**config.mk**
```make
export PLATFORM = sky130hd
export DESIGN_NAME = pdm_csr
export DESIGN_NICKNAME = d
export VERILOG_FILES = /design/src/rtl/pdm_csr_pkg.sv /design/src/rtl/pdm_csr_ctrl.sv /design/src/rtl/pdm_csr_flags.sv /design/src/rtl/pdm_csr_rdmux.sv /design/src/rtl/pdm_csr.sv
export SDC_FILE = /design/constraint.sdc
export NUM_CORES = 1
export LEC_CHECK = 0
export BUFFER_PORTS_ARGS = -buffer_cell sky130_fd_sc_hd__buf_2
export CORE_MARGIN = 10
export CORE_UTILIZATION = 44
export CTS_CLUSTER_DIAMETER = 100
export DETAILED_ROUTE_END_ITERATION = 12
export PLACE_DENSITY = 0.82
export SYNTH_ARGS = -nofsm -noshare
export SYNTH_HDL_FRONTEND = slang
export SYNTH_HIERARCHICAL = 1
export SYNTH_SLANG_ARGS = --single-unit
```
**constraint.sdc**
```tcl
create_clock -name clk_i -period 3.81 [get_ports clk_i]
set_clock_uncertainty 0.05 [all_clocks]
set_input_delay 1.143 -clock clk_i [delete_from_list [all_inputs] [get_ports clk_i]]
set_output_delay 1.143 -clock clk_i [all_outputs]
set_load 0.01 [all_outputs]
```
**src/rtl/pdm_csr_pkg.sv**
```systemverilog
// Shared constants and types for the PDM front-end register block.
// Assumes a byte-addressed bus with 32-bit words and at most 8 channels.
package pdm_csr_pkg;

    localparam int ADDR_W  = 8;
    localparam int WORD_W  = 32;
    localparam int CH_MAX  = 8;

    // word offsets
    localparam logic [ADDR_W-1:0] OFS_CTL  = 8'h00;
    localparam logic [ADDR_W-1:0] OFS_CFG  = 8'h04;
    localparam logic [ADDR_W-1:0] OFS_STS  = 8'h08;
    localparam logic [ADDR_W-1:0] OFS_FCTL = 8'h10;
    localparam logic [ADDR_W-1:0] OFS_FSTS = 8'h14;
    localparam logic [ADDR_W-1:0] OFS_DAT0 = 8'h24;

    // control word bit positions
    localparam int B_MDIS  = 31;
    localparam int B_DOZE  = 30;
    localparam int B_EN    = 29;
    localparam int B_DBG   = 28;
    localparam int B_SRES  = 27;
    localparam int B_DBGE  = 26;
    localparam int B_SEL   = 24;
    localparam int B_ERREN = 23;

    // status word bit positions
    localparam int B_BUSY  = 31;
    localparam int B_FIR   = 30;
    localparam int B_LOWF  = 29;

    // configuration word fields
    localparam int B_QSEL  = 25;
    localparam int QSEL_W  = 3;
    localparam int B_OSR   = 16;
    localparam int OSR_W   = 4;
    localparam int B_DIV   = 0;
    localparam int DIV_W   = 8;

    localparam int WMK_W   = 3;
    localparam logic [WMK_W-1:0] WMK_RST = '1;

    typedef enum logic [1:0] {
        REQ_NONE = 2'b00,
        REQ_DMA  = 2'b01,
        REQ_IRQ  = 2'b10,
        REQ_RSVD = 2'b11
    } req_sel_e;

    typedef struct packed {
        logic     mdis;
        logic     doze;
        logic     en;
        logic     dbg;
        logic     dbge;
        req_sel_e req_sel;
        logic     erren;
    } ctl_t;

    typedef struct packed {
        logic [QSEL_W-1:0] qsel;
        logic [OSR_W-1:0]  osr;
        logic [DIV_W-1:0]  div;
    } cfg_t;

endpackage

```
**src/rtl/pdm_csr_ctrl.sv**
```systemverilog
// Control, filter-configuration and FIFO-watermark storage.
// The soft-reset pulse is registered and gated by the stored disable bit
// (the value before the write). Configuration writes are dropped while the
// filter reports busy.
module pdm_csr_ctrl
    import pdm_csr_pkg::*;
#(
    parameter int NCH = 8
) (
    input  logic              clk_i,
    input  logic              rst_ni,
    input  logic              wr_ctl_i,
    input  logic              wr_cfg_i,
    input  logic              wr_fctl_i,
    input  logic [WORD_W-1:0] wdata_i,
    input  logic              filt_busy_i,
    output ctl_t              ctl_o,
    output logic [NCH-1:0]    chen_o,
    output cfg_t              cfg_o,
    output logic [WMK_W-1:0]  wmk_o,
    output logic              srst_o
);

    ctl_t             ctl_q;
    logic [NCH-1:0]   chen_q;
    cfg_t             cfg_q;
    logic [WMK_W-1:0] wmk_q;
    logic             srst_q;

    // Control word register.
    always_ff @(posedge clk_i) begin
        if (!rst_ni) begin
            ctl_q  <= '0;
            chen_q <= '0;
        end else if (wr_ctl_i) begin
            ctl_q.mdis    <= wdata_i[B_MDIS];
            ctl_q.doze    <= wdata_i[B_DOZE];
            ctl_q.en      <= wdata_i[B_EN];
            ctl_q.dbg     <= wdata_i[B_DBG];
            ctl_q.dbge    <= wdata_i[B_DBGE];
            ctl_q.req_sel <= req_sel_e'(wdata_i[B_SEL +: 2]);
            ctl_q.erren   <= wdata_i[B_ERREN];
            chen_q        <= wdata_i[NCH-1:0];
        end
    end

    // One-cycle soft reset, effective only when the stored disable bit is clear.
    always_ff @(posedge clk_i) begin
        if (!rst_ni) srst_q <= 1'b0;
        else         srst_q <= wr_ctl_i && wdata_i[B_SRES] && !ctl_q.mdis;
    end

    // Filter configuration, locked while the filter is busy.
    always_ff @(posedge clk_i) begin
        if (!rst_ni) begin
            cfg_q <= '0;
        end else if (wr_cfg_i && !filt_busy_i) begin
            cfg_q.qsel <= wdata_i[B_QSEL +: QSEL_W];
            cfg_q.osr  <= wdata_i[B_OSR  +: OSR_W];
            cfg_q.div  <= wdata_i[B_DIV  +: DIV_W];
        end
    end

    // FIFO watermark.
    always_ff @(posedge clk_i) begin
        if (!rst_ni)        wmk_q <= WMK_RST;
        else if (wr_fctl_i) wmk_q <= wdata_i[WMK_W-1:0];
    end

    logic unused_wbits;
    assign unused_wbits = ^wdata_i;

    assign ctl_o  = ctl_q;
    assign chen_o = chen_q;
    assign cfg_o  = cfg_q;
    assign wmk_o  = wmk_q;
    assign srst_o = srst_q;

endmodule

```
**src/rtl/pdm_csr_flags.sv**
```systemverilog
// Bank of sticky flags: set wins over a clear in the same cycle; clear
// comes from write-1-to-clear or another acknowledge; a soft reset clears all.
module pdm_csr_flags #(
    parameter int W = 8
) (
    input  logic         clk_i,
    input  logic         rst_ni,
    input  logic         clr_all_i,
    input  logic [W-1:0] set_i,
    input  logic [W-1:0] clr_i,
    output logic [W-1:0] flags_o
);

    logic [W-1:0] q;

    // Sticky flag update with set priority.
    always_ff @(posedge clk_i) begin
        if (!rst_ni) q <= '0;
        else         q <= ((clr_all_i ? '0 : q) & ~clr_i) | set_i;
    end

    assign flags_o = q;

endmodule

```
**src/rtl/pdm_csr_rdmux.sv**
```systemverilog
// Combinational read data selection. Unmapped and unaligned addresses
// return zero; reserved bits read zero.
module pdm_csr_rdmux
    import pdm_csr_pkg::*;
#(
    parameter int NCH    = 8,
    parameter int DATA_W = 24
) (
    input  logic [ADDR_W-1:0]     addr_i,
    input  ctl_t                  ctl_i,
    input  logic [NCH-1:0]        chen_i,
    input  cfg_t                  cfg_i,
    input  logic [WMK_W-1:0]      wmk_i,
    input  logic                  busy_i,
    input  logic                  fir_i,
    input  logic                  lowf_i,
    input  logic [NCH-1:0]        dflags_i,
    input  logic [NCH-1:0]        fflags_i,
    input  logic [NCH*DATA_W-1:0] ch_data_i,
    output logic [WORD_W-1:0]     rdata_o
);

    // Address decode and word assembly.
    always_comb begin
        rdata_o = '0;
        unique case (addr_i)
            OFS_CTL: begin
                rdata_o[B_MDIS]      = ctl_i.mdis;
                rdata_o[B_DOZE]      = ctl_i.doze;
                rdata_o[B_EN]        = ctl_i.en;
                rdata_o[B_DBG]       = ctl_i.dbg;
                rdata_o[B_DBGE]      = ctl_i.dbge;
                rdata_o[B_SEL +: 2]  = ctl_i.req_sel;
                rdata_o[B_ERREN]     = ctl_i.erren;
                rdata_o[NCH-1:0]     = chen_i;
            end
            OFS_CFG: begin
                rdata_o[B_QSEL +: QSEL_W] = cfg_i.qsel;
                rdata_o[B_OSR  +: OSR_W]  = cfg_i.osr;
                rdata_o[B_DIV  +: DIV_W]  = cfg_i.div;
            end
            OFS_STS: begin
                rdata_o[B_BUSY]   = busy_i;
                rdata_o[B_FIR]    = fir_i;
                rdata_o[B_LOWF]   = lowf_i;
                rdata_o[NCH-1:0]  = dflags_i;
            end
            OFS_FCTL: rdata_o[WMK_W-1:0] = wmk_i;
            OFS_FSTS: rdata_o[NCH-1:0]   = fflags_i;
            default: begin
                for (int n = 0; n < NCH; n++) begin
                    if (addr_i == ADDR_W'(OFS_DAT0 + 4*n))
                        rdata_o[DATA_W-1:0] = ch_data_i[n*DATA_W +: DATA_W];
                end
            end
        endcase
    end

endmodule

```
**src/rtl/pdm_csr.sv**
```systemverilog
// PDM front-end register block top. Decodes bus strobes, detects rising
// new-data edges, keeps the sticky flag banks and forms the request outputs.
// Assumes NCH <= 8 and DATA_W <= 32; read data is valid in the same cycle.
module pdm_csr
    import pdm_csr_pkg::*;
#(
    parameter int NCH    = 8,
    parameter int DATA_W = 24
) (
    input  logic                  clk_i,
    input  logic                  rst_ni,
    input  logic                  bus_wr_i,
    input  logic                  bus_rd_i,
    input  logic [ADDR_W-1:0]     bus_addr_i,
    input  logic [WORD_W-1:0]     bus_wdata_i,
    output logic [WORD_W-1:0]     bus_rdata_o,
    input  logic                  filt_busy_i,
    input  logic                  fir_ready_i,
    input  logic                  lowclk_evt_i,
    input  logic [NCH-1:0]        ch_new_i,
    input  logic [NCH*DATA_W-1:0] ch_data_i,
    input  logic [NCH-1:0]        fifo_evt_i,
    output logic                  mod_en_o,
    output logic                  soft_rst_o,
    output logic [NCH-1:0]        ch_en_o,
    output logic [QSEL_W-1:0]     qsel_o,
    output logic [OSR_W-1:0]      osr_o,
    output logic [DIV_W-1:0]      clkdiv_o,
    output logic [WMK_W-1:0]      fifo_wmk_o,
    output logic                  irq_o,
    output logic [NCH-1:0]        dma_req_o
);

    ctl_t             ctl;
    logic [NCH-1:0]   chen;
    cfg_t             cfg;
    logic [WMK_W-1:0] wmk;
    logic             srst;

    logic wr_ctl, wr_cfg, wr_sts, wr_fctl, wr_fsts;
    logic [NCH-1:0] dat_hit, dma_clr, ch_prev, ch_rise;
    logic [NCH-1:0] dflags, fflags, sts_w1c, fsts_w1c;
    logic           lowf;

    assign wr_ctl  = bus_wr_i && (bus_addr_i == OFS_CTL);
    assign wr_cfg  = bus_wr_i && (bus_addr_i == OFS_CFG);
    assign wr_sts  = bus_wr_i && (bus_addr_i == OFS_STS);
    assign wr_fctl = bus_wr_i && (bus_addr_i == OFS_FCTL);
    assign wr_fsts = bus_wr_i && (bus_addr_i == OFS_FSTS);

    // Per-channel data-word address match.
    for (genvar n = 0; n < NCH; n++) begin : g_dat
        assign dat_hit[n] = (bus_addr_i == ADDR_W'(OFS_DAT0 + 4*n));
    end

    assign dma_clr  = (bus_rd_i && ctl.req_sel == REQ_DMA) ? dat_hit : '0;
    assign sts_w1c  = wr_sts  ? bus_wdata_i[NCH-1:0] : '0;
    assign fsts_w1c = wr_fsts ? bus_wdata_i[NCH-1:0] : '0;

    // Previous new-data level for rising-edge detection.
    always_ff @(posedge clk_i) begin
        if (!rst_ni) ch_prev <= '0;
        else         ch_prev <= ch_new_i;
    end
    assign ch_rise = ch_new_i & ~ch_prev;

    pdm_csr_ctrl #(.NCH(NCH)) u_ctrl (
        .clk_i       (clk_i),
        .rst_ni      (rst_ni),
        .wr_ctl_i    (wr_ctl),
        .wr_cfg_i    (wr_cfg),
        .wr_fctl_i   (wr_fctl),
        .wdata_i     (bus_wdata_i),
        .filt_busy_i (filt_busy_i),
        .ctl_o       (ctl),
        .chen_o      (chen),
        .cfg_o       (cfg),
        .wmk_o       (wmk),
        .srst_o      (srst)
    );

    pdm_csr_flags #(.W(NCH)) u_dflags (
        .clk_i     (clk_i),
        .rst_ni    (rst_ni),
        .clr_all_i (srst),
        .set_i     (ch_rise),
        .clr_i     (sts_w1c | dma_clr),
        .flags_o   (dflags)
    );

    pdm_csr_flags #(.W(1)) u_lowf (
        .clk_i     (clk_i),
        .rst_ni    (rst_ni),
        .clr_all_i (srst),
        .set_i     (lowclk_evt_i),
        .clr_i     (wr_sts && bus_wdata_i[B_LOWF]),
        .flags_o   (lowf)
    );

    pdm_csr_flags #(.W(NCH)) u_fflags (
        .clk_i     (clk_i),
        .rst_ni    (rst_ni),
        .clr_all_i (srst),
        .set_i     (fifo_evt_i),
        .clr_i     (fsts_w1c),
        .flags_o   (fflags)
    );

    pdm_csr_rdmux #(.NCH(NCH), .DATA_W(DATA_W)) u_rdmux (
        .addr_i    (bus_addr_i),
        .ctl_i     (ctl),
        .chen_i    (chen),
        .cfg_i     (cfg),
        .wmk_i     (wmk),
        .busy_i    (filt_busy_i),
        .fir_i     (fir_ready_i),
        .lowf_i    (lowf),
        .dflags_i  (dflags),
        .fflags_i  (fflags),
        .ch_data_i (ch_data_i),
        .rdata_o   (bus_rdata_o)
    );

    assign mod_en_o   = ctl.en && !ctl.mdis;
    assign soft_rst_o = srst;
    assign ch_en_o    = chen;
    assign qsel_o     = cfg.qsel;
    assign osr_o      = cfg.osr;
    assign clkdiv_o   = cfg.div;
    assign fifo_wmk_o = wmk;
    assign irq_o      = ((ctl.req_sel == REQ_IRQ) && |(dflags & chen)) || (ctl.erren && lowf);
    assign dma_req_o  = (ctl.req_sel == REQ_DMA) ? dflags : '0;

endmodule

```
# Word level (Yosys, flattened, before mapping)
# Cells that the tools add are included.
dict set report word_totals {
  in_bits 255
  ff_bits 60
  out_inout_bits 69
}
dict set report op_classes {
  n_bitwise 13
  n_reduce_logical 21
  n_eq_ne 14
  mux 26
}
# op n
set op_table {}
lappend op_table {{$mux W24} 8}
lappend op_table {{$eq A8 B6 Y1 const B} 7}
lappend op_table {{$mux W8} 7}
lappend op_table {{$and A8 B8 Y8} 4}
lappend op_table {{$pmux W5 S5} 1}
lappend op_table {{$not A8 Y8} 3}
lappend op_table {{$or A8 B8 Y8} 3}
lappend op_table {{$eq A8 B5 Y1 const B} 2}
lappend op_table {{$pmux W3 S5} 1}
lappend op_table {{$logic_and A1 B1 Y1} 13}
lappend op_table {{$eq A8 B3 Y1 const B} 1}
lappend op_table {{$eq A8 B4 Y1 const B} 1}
lappend op_table {{$eq A8 B7 Y1 const B} 1}
lappend op_table {{$logic_not A8 Y1} 1}
lappend op_table {{$pmux W4 S2} 1}
lappend op_table {{$reduce_or A4 Y1} 2}
lappend op_table {{$reduce_or A8 Y1} 1}
lappend op_table {{$pmux W3 S2} 1}
lappend op_table {{$reduce_or A5 Y1} 1}
lappend op_table {{$mux W1} 4}
lappend op_table {{$pmux W2 S2} 1}
lappend op_table {{$mux W3} 1}
lappend op_table {{$eq A2 B1 Y1 const B} 1}
lappend op_table {{$eq A2 B2 Y1 const B} 1}
lappend op_table {{6 further kinds} 7}

# Logic depth before layout (Yosys ltp)
dict set report logic_depth {
  depth_word 10
  mapped_depth 8
  depth_no_buf 5
}

# Hierarchy
# The synthesis kept the hierarchy.
# module cells_per_inst seq_area_each_um2 instances area_each_um2
set modules_own_cells {}
lappend modules_own_cells {pdm_csr_rdmux 383 0.0 1 2479.9}
lappend modules_own_cells {pdm_csr_ctrl 129 700.7 1 1373.8}
lappend modules_own_cells {pdm_csr 84 160.2 1 690.7}
lappend modules_own_cells {{pdm_csr_flags (u_dflags ...)} 26 160.2 2 335.3}
lappend modules_own_cells {{pdm_csr_flags (u_lowf)} 3 20.0 1 40.0}

# Least setup slack after synthesis
# Ideal clock, no wire load.
dict set report synth_timing {
  kind {input to output}
  startpoint {input port bus_addr_i[6]}
  endpoint {output port bus_rdata_o[12]}
  required_ns 2.617
  slack_ns 0.184
  cell_stages 8
  arrival_time_ns 2.433
  n_path_buf 3
  cell_sequence {buf_6 > nor4b_2 > and2_1 > buf_4 > buf_6 > o211ai_1 > a221oi_1 > a221o_1}
}
dict set report synth_via {
  elab_chain_cells 10
  word_cells_on_any_way 23
  classes_between {eq/ne: 12; mux: 9; reduce/logical: 2}
}
# item line_no
set synth_rtl {}
lappend synth_rtl {{start: declaration} pdm_csr.sv:14} ;# input logic [ADDR_W-1:0] bus_addr_i,
lappend synth_rtl {{$eq A8 B6 Y1} pdm_csr_rdmux.sv:52} ;# if (addr_i == ADDR_W'(OFS_DAT0 + 4*n))
lappend synth_rtl {{$mux W24 (8 in series)} pdm_csr_rdmux.sv:52}
lappend synth_rtl {{$mux W8 (*)} pdm_csr_rdmux.sv:26} ;# unique case (addr_i)
lappend synth_rtl {{end: declaration} pdm_csr.sv:16} ;# output logic [WORD_W-1:0] bus_rdata_o,
# Mark *: on every way between the ends. The rest lies on a longest branch, timed or not.

# Worst setup path in the final report
dict set report layout_timing {
  startpoint {input port bus_addr_i[6]}
  endpoint {output port bus_rdata_o[22]}
}
dict set report layout_via {
  elab_chain_cells 10
  word_cells_on_any_way 23
  classes_between {eq/ne: 12; mux: 9; reduce/logical: 2}
}
# item line_no
set layout_rtl {}
lappend layout_rtl {{$eq A8 B6 Y1} pdm_csr_rdmux.sv:52}
lappend layout_rtl {{$mux W24 (8 in series)} pdm_csr_rdmux.sv:52}
lappend layout_rtl {{$mux W3 (*)} pdm_csr_rdmux.sv:26}
# Marked as above.

==> impl_metrics.toml <==
[outcome]
status = "finished with violations"
violations = "setup timing"

[cts]
cts_buffers = 9
path_clk_slew_ps = 50
worstSkewPairLatency_ps = 330
cts-htree-levels = 3
ctsRootBufferMaster = "clkbuf_16"
cts_tree = "built"
clock_sinks = 60
cts_buffer_depth = 2

[synth]
synth_ff_type = "dfxtp_1"
syn_area_mm2 = 0.00526
yosysWarningCount = 6
yosysTopAreaCell = "dfxtp_1"
yosysSeqAreaShare_pct = 22.9
postSynthCellCount = 651
synth_edf_count = 0
async_flop_share_pct = 0
syn-num-nets = 906
synth_cell_types = 55
synthTopCellsByArea = "dfxtp_1 (23%), mux2i_1 (9.0%), nand2_1 (4.6%)"
yosysTopAreaCellShare_pct = 22.9
syn_avg_cell_area_um2 = 8.07
synth-seq-cells = 60

[setup_path]
start_kind = "input pin"
worstSetupPathType = "input pin to output pin"
crit_path_max_incr_delay_ps = 280
crit_arrival_ps = 2750
cp_num_buf_inv = 4
cp_slowest_cell = "nor4b_4"
cpLargestDelayFamily = "compound AO/OA/AOI/OAI gates"
path_max_fanout = 7
critPathCaptureType = "output pin"
worstPathRequired_ps = 2620
cp_cell_sequence = "buf_8 > nor4b_4 > buf_4 > nand4_1 > buf_6 > o211ai_1 > a221oi_2 > a221o_1 > buf_2"

[global_routing]
grt_pass1_vias = 6799
grt_max_degree = 41
grt_pass1_wl_um = 37700
grt-ovfl-total = 0
gr-usage-all-layers_pct = 28.6
antenna_found_initial = 13

[floorplan]
fp.coreArea_mm2 = 0.0116
die_h_um = 129
io_pins = 324
die-area_mm2 = 0.0167
die_w_um = 129
std_cell_rows = 39
initial_core_util_pct = 45.4

[power]
p_int_mw = 1.39
p_switching_mw = 0.503
power.leakage_nw = 3.60
p_clk_share_pct = 42.4
p_per_area_mw_per_mm2 = 239
p_seq_share_pct = 34.8
switching_share_pct = 26.6
comb_power_share_pct = 22.8
total_power_mw = 1.89
vdd.ir_drop.worst_mv = 0.313

[route]
wl_per_cell_um = 22.9
drtIter0Drc = 505
num_vias = 6853
finalWirelength_um = 26300
first_pass_iters = 6
drc = 0
vias_per_cell = 5.97
ant_nets = 0

[timing]
hold_viol = 0
holdWs_ps = 432
slew-limit-headroom_pct = 57.3
setup_ws_ps = -134
finalSetupViolCount = 13
timing.final.crit_share_pct = 104
rsz0062_at_grt = "yes"
worst_slew_pin_slew_ps = 632
fmax_ghz = 0.254
min_period_ps = 3940
slew_viol_final = 0

[hold_path]
hold_class = "register to register"

[run]
maxCapViolCount = 0

[layout]
syn_to_final_growth_pct = 50.8
layout-drive-gt1-share_pct = 48.3
multi_input_comb_area_mm2 = 0.00391
final_cells = 1147
seqCellArea_mm2 = 0.00120
fillerInstances = 940
fin_nets = 1246

[placement]
dpl.cell_count = 1118
place_congestion = 0.913
place.detailed.hpwl_um = 20400
port_buffers = 312
[cells in the mapped netlist, types with 7 or more instances]
cell and count:
nand2_1 65, dfxtp_1 60, nor2_1 48, mux2i_1 47, o21ai_0 46, and2_1 30, nor2b_1 28, buf_2 23
a21oi_1 22, o2bb2ai_1 21, a22oi_1 20, o21ai_1 20, o211ai_1 18, nor3b_2 17, o21a_1 17, clkbuf_1 16
a221oi_1 15, nor4b_1 14, a221o_1 12, buf_6 12, a22o_1 10, nand3_1 9, mux2_2 8, nand2b_1 7
[routing by layer]
metal | vias to the layer above | track usage, % | part of all wire (%) | routed length [um]
met5 | - | 0 | 0.19 | 50
met4 | 8 | 11.4 | 3.8 | 996
met3 | 76 | 8.81 | 11 | 3020
met2 | 457 | 50.2 | 49 | 13000
met1 | 3168 | 31.5 | 35 | 9250
li1 | 3144 | - | - | -
[power groups by stage]
stage / Clock, mW / Combinational, mW / Sequential [mW]
3_3_place_gp: 0 / 0.380 / 0.671
3_5_place_dp: 0 / 0.387 / 0.672
5_1_grt: 0.832 / 0.463 / 0.660
4_1_cts: 0.802 / 0.404 / 0.659
2_1_floorplan: 0 / 0.175 / 0.667
6_report: 0.803 / 0.431 / 0.660
[cell usage in the layout (no fill, tap or decap), types with 7 or more instances in the layout]
master     netlist  layout
nand2b_1         7       7
dfxtp_1         60      60
nand2_1         65      62
buf_2           23     305
buf_12           2       7
buf_4            3      61
buf_6           12      11
nor4b_1         14      10
a22oi_1         20      20
o2bb2ai_1       21      20
a22o_1          10      10
a221oi_2         0       9
a221o_1         12      12
mux2i_1         47      47
nor2_1          48      48
o211ai_1        18      18
o21ai_0         46      46
and2_1          30      28
diode_2          0       9
o21a_1          17      17
a21oi_1         22      20
nor2b_1         28      27
nor3b_2         17      17
mux2_2           8       8
clkbuf_16        0      11
nand3_1          9       9
o21ai_1         20      16
[logic make-up after synthesis]
| kind of cell | Yosys count | synth area share [%] |
|---|---|---|
| buf+inv | 61 | 7.45 |
| flops | 60 | 22.9 |
| mux | 55 | 10.7 |
| compound gates | 217 | 28.5 |
| simple gates | 258 | 30.5 |
[worst reg2reg max path: cells and delay by family (launching register included)]
| family | cells | cell delay [ps] |
|---|---|---|
| AO/OA/AOI/OAI | 2 | 500 |
| flip-flops | 1 | 370 |
| AND/OR/NAND/NOR | 3 | 900 |
[path summary, 6_finish.rpt]
| check | from | end | slack (ps) | cells past startpoint |
|---|---|---|---|---|
| min | u_ctrl/cfg_o[11] | u_ctrl/cfg_o[11] | 430 | 2 |
| max | bus_addr_i[6] | bus_rdata_o[22] | -130 | 9 |
| min reg2reg | u_ctrl/cfg_o[11] | u_ctrl/cfg_o[11] | 430 | 2 |
| max reg2reg | u_ctrl/ctl_o[2] | u_dflags/flags_o[4] | 1880 | 5 |
[per-stage QoR]
step	TNS, ps	setup WS, ps	utilization (%)	cell area (um^2)
floorplan	0	184	-	5260
global placement	-1670	-111	62.3	7210
detailed placement	-1930	-123	62.3	7210
global route	-2550	-250	68.5	7920
CTS	-271	-75.0	66.4	7680
finish	-631	-134	68.5	7930
[sequential cells by signal, indices dropped and copies added (netlist names)]
name              flops
ch_prev               8
u_ctrl/cfg_o         15
u_ctrl/chen_o         8
u_ctrl/ctl_o          8
u_ctrl/srst_o         1
u_ctrl/wmk_o          3
u_dflags/flags_o      8
u_fflags/flags_o      8
u_lowf/flags_o        1
[repair_timing]
action	4_1_cts	5_1_grt
pin swaps	11	15
hold buffers	0	0
gates cloned	2	2
gates resized for setup	35	35
setup buffers	0	2
setup endpoints to repair	25	24
[cell type report]
class | instances | share of cell area [%]
antenna | 9 | 0.284
clock buffer | 11 | 3.06
clock inverter | 4 | 0.632
inverter | 2 | 0.0947
multi-input combinational | 531 | 49.3
sequential | 60 | 15.2
tap | 143 | 2.26
timing repair buffer | 387 | 29.2
Power figures use the tool's default switching activity.
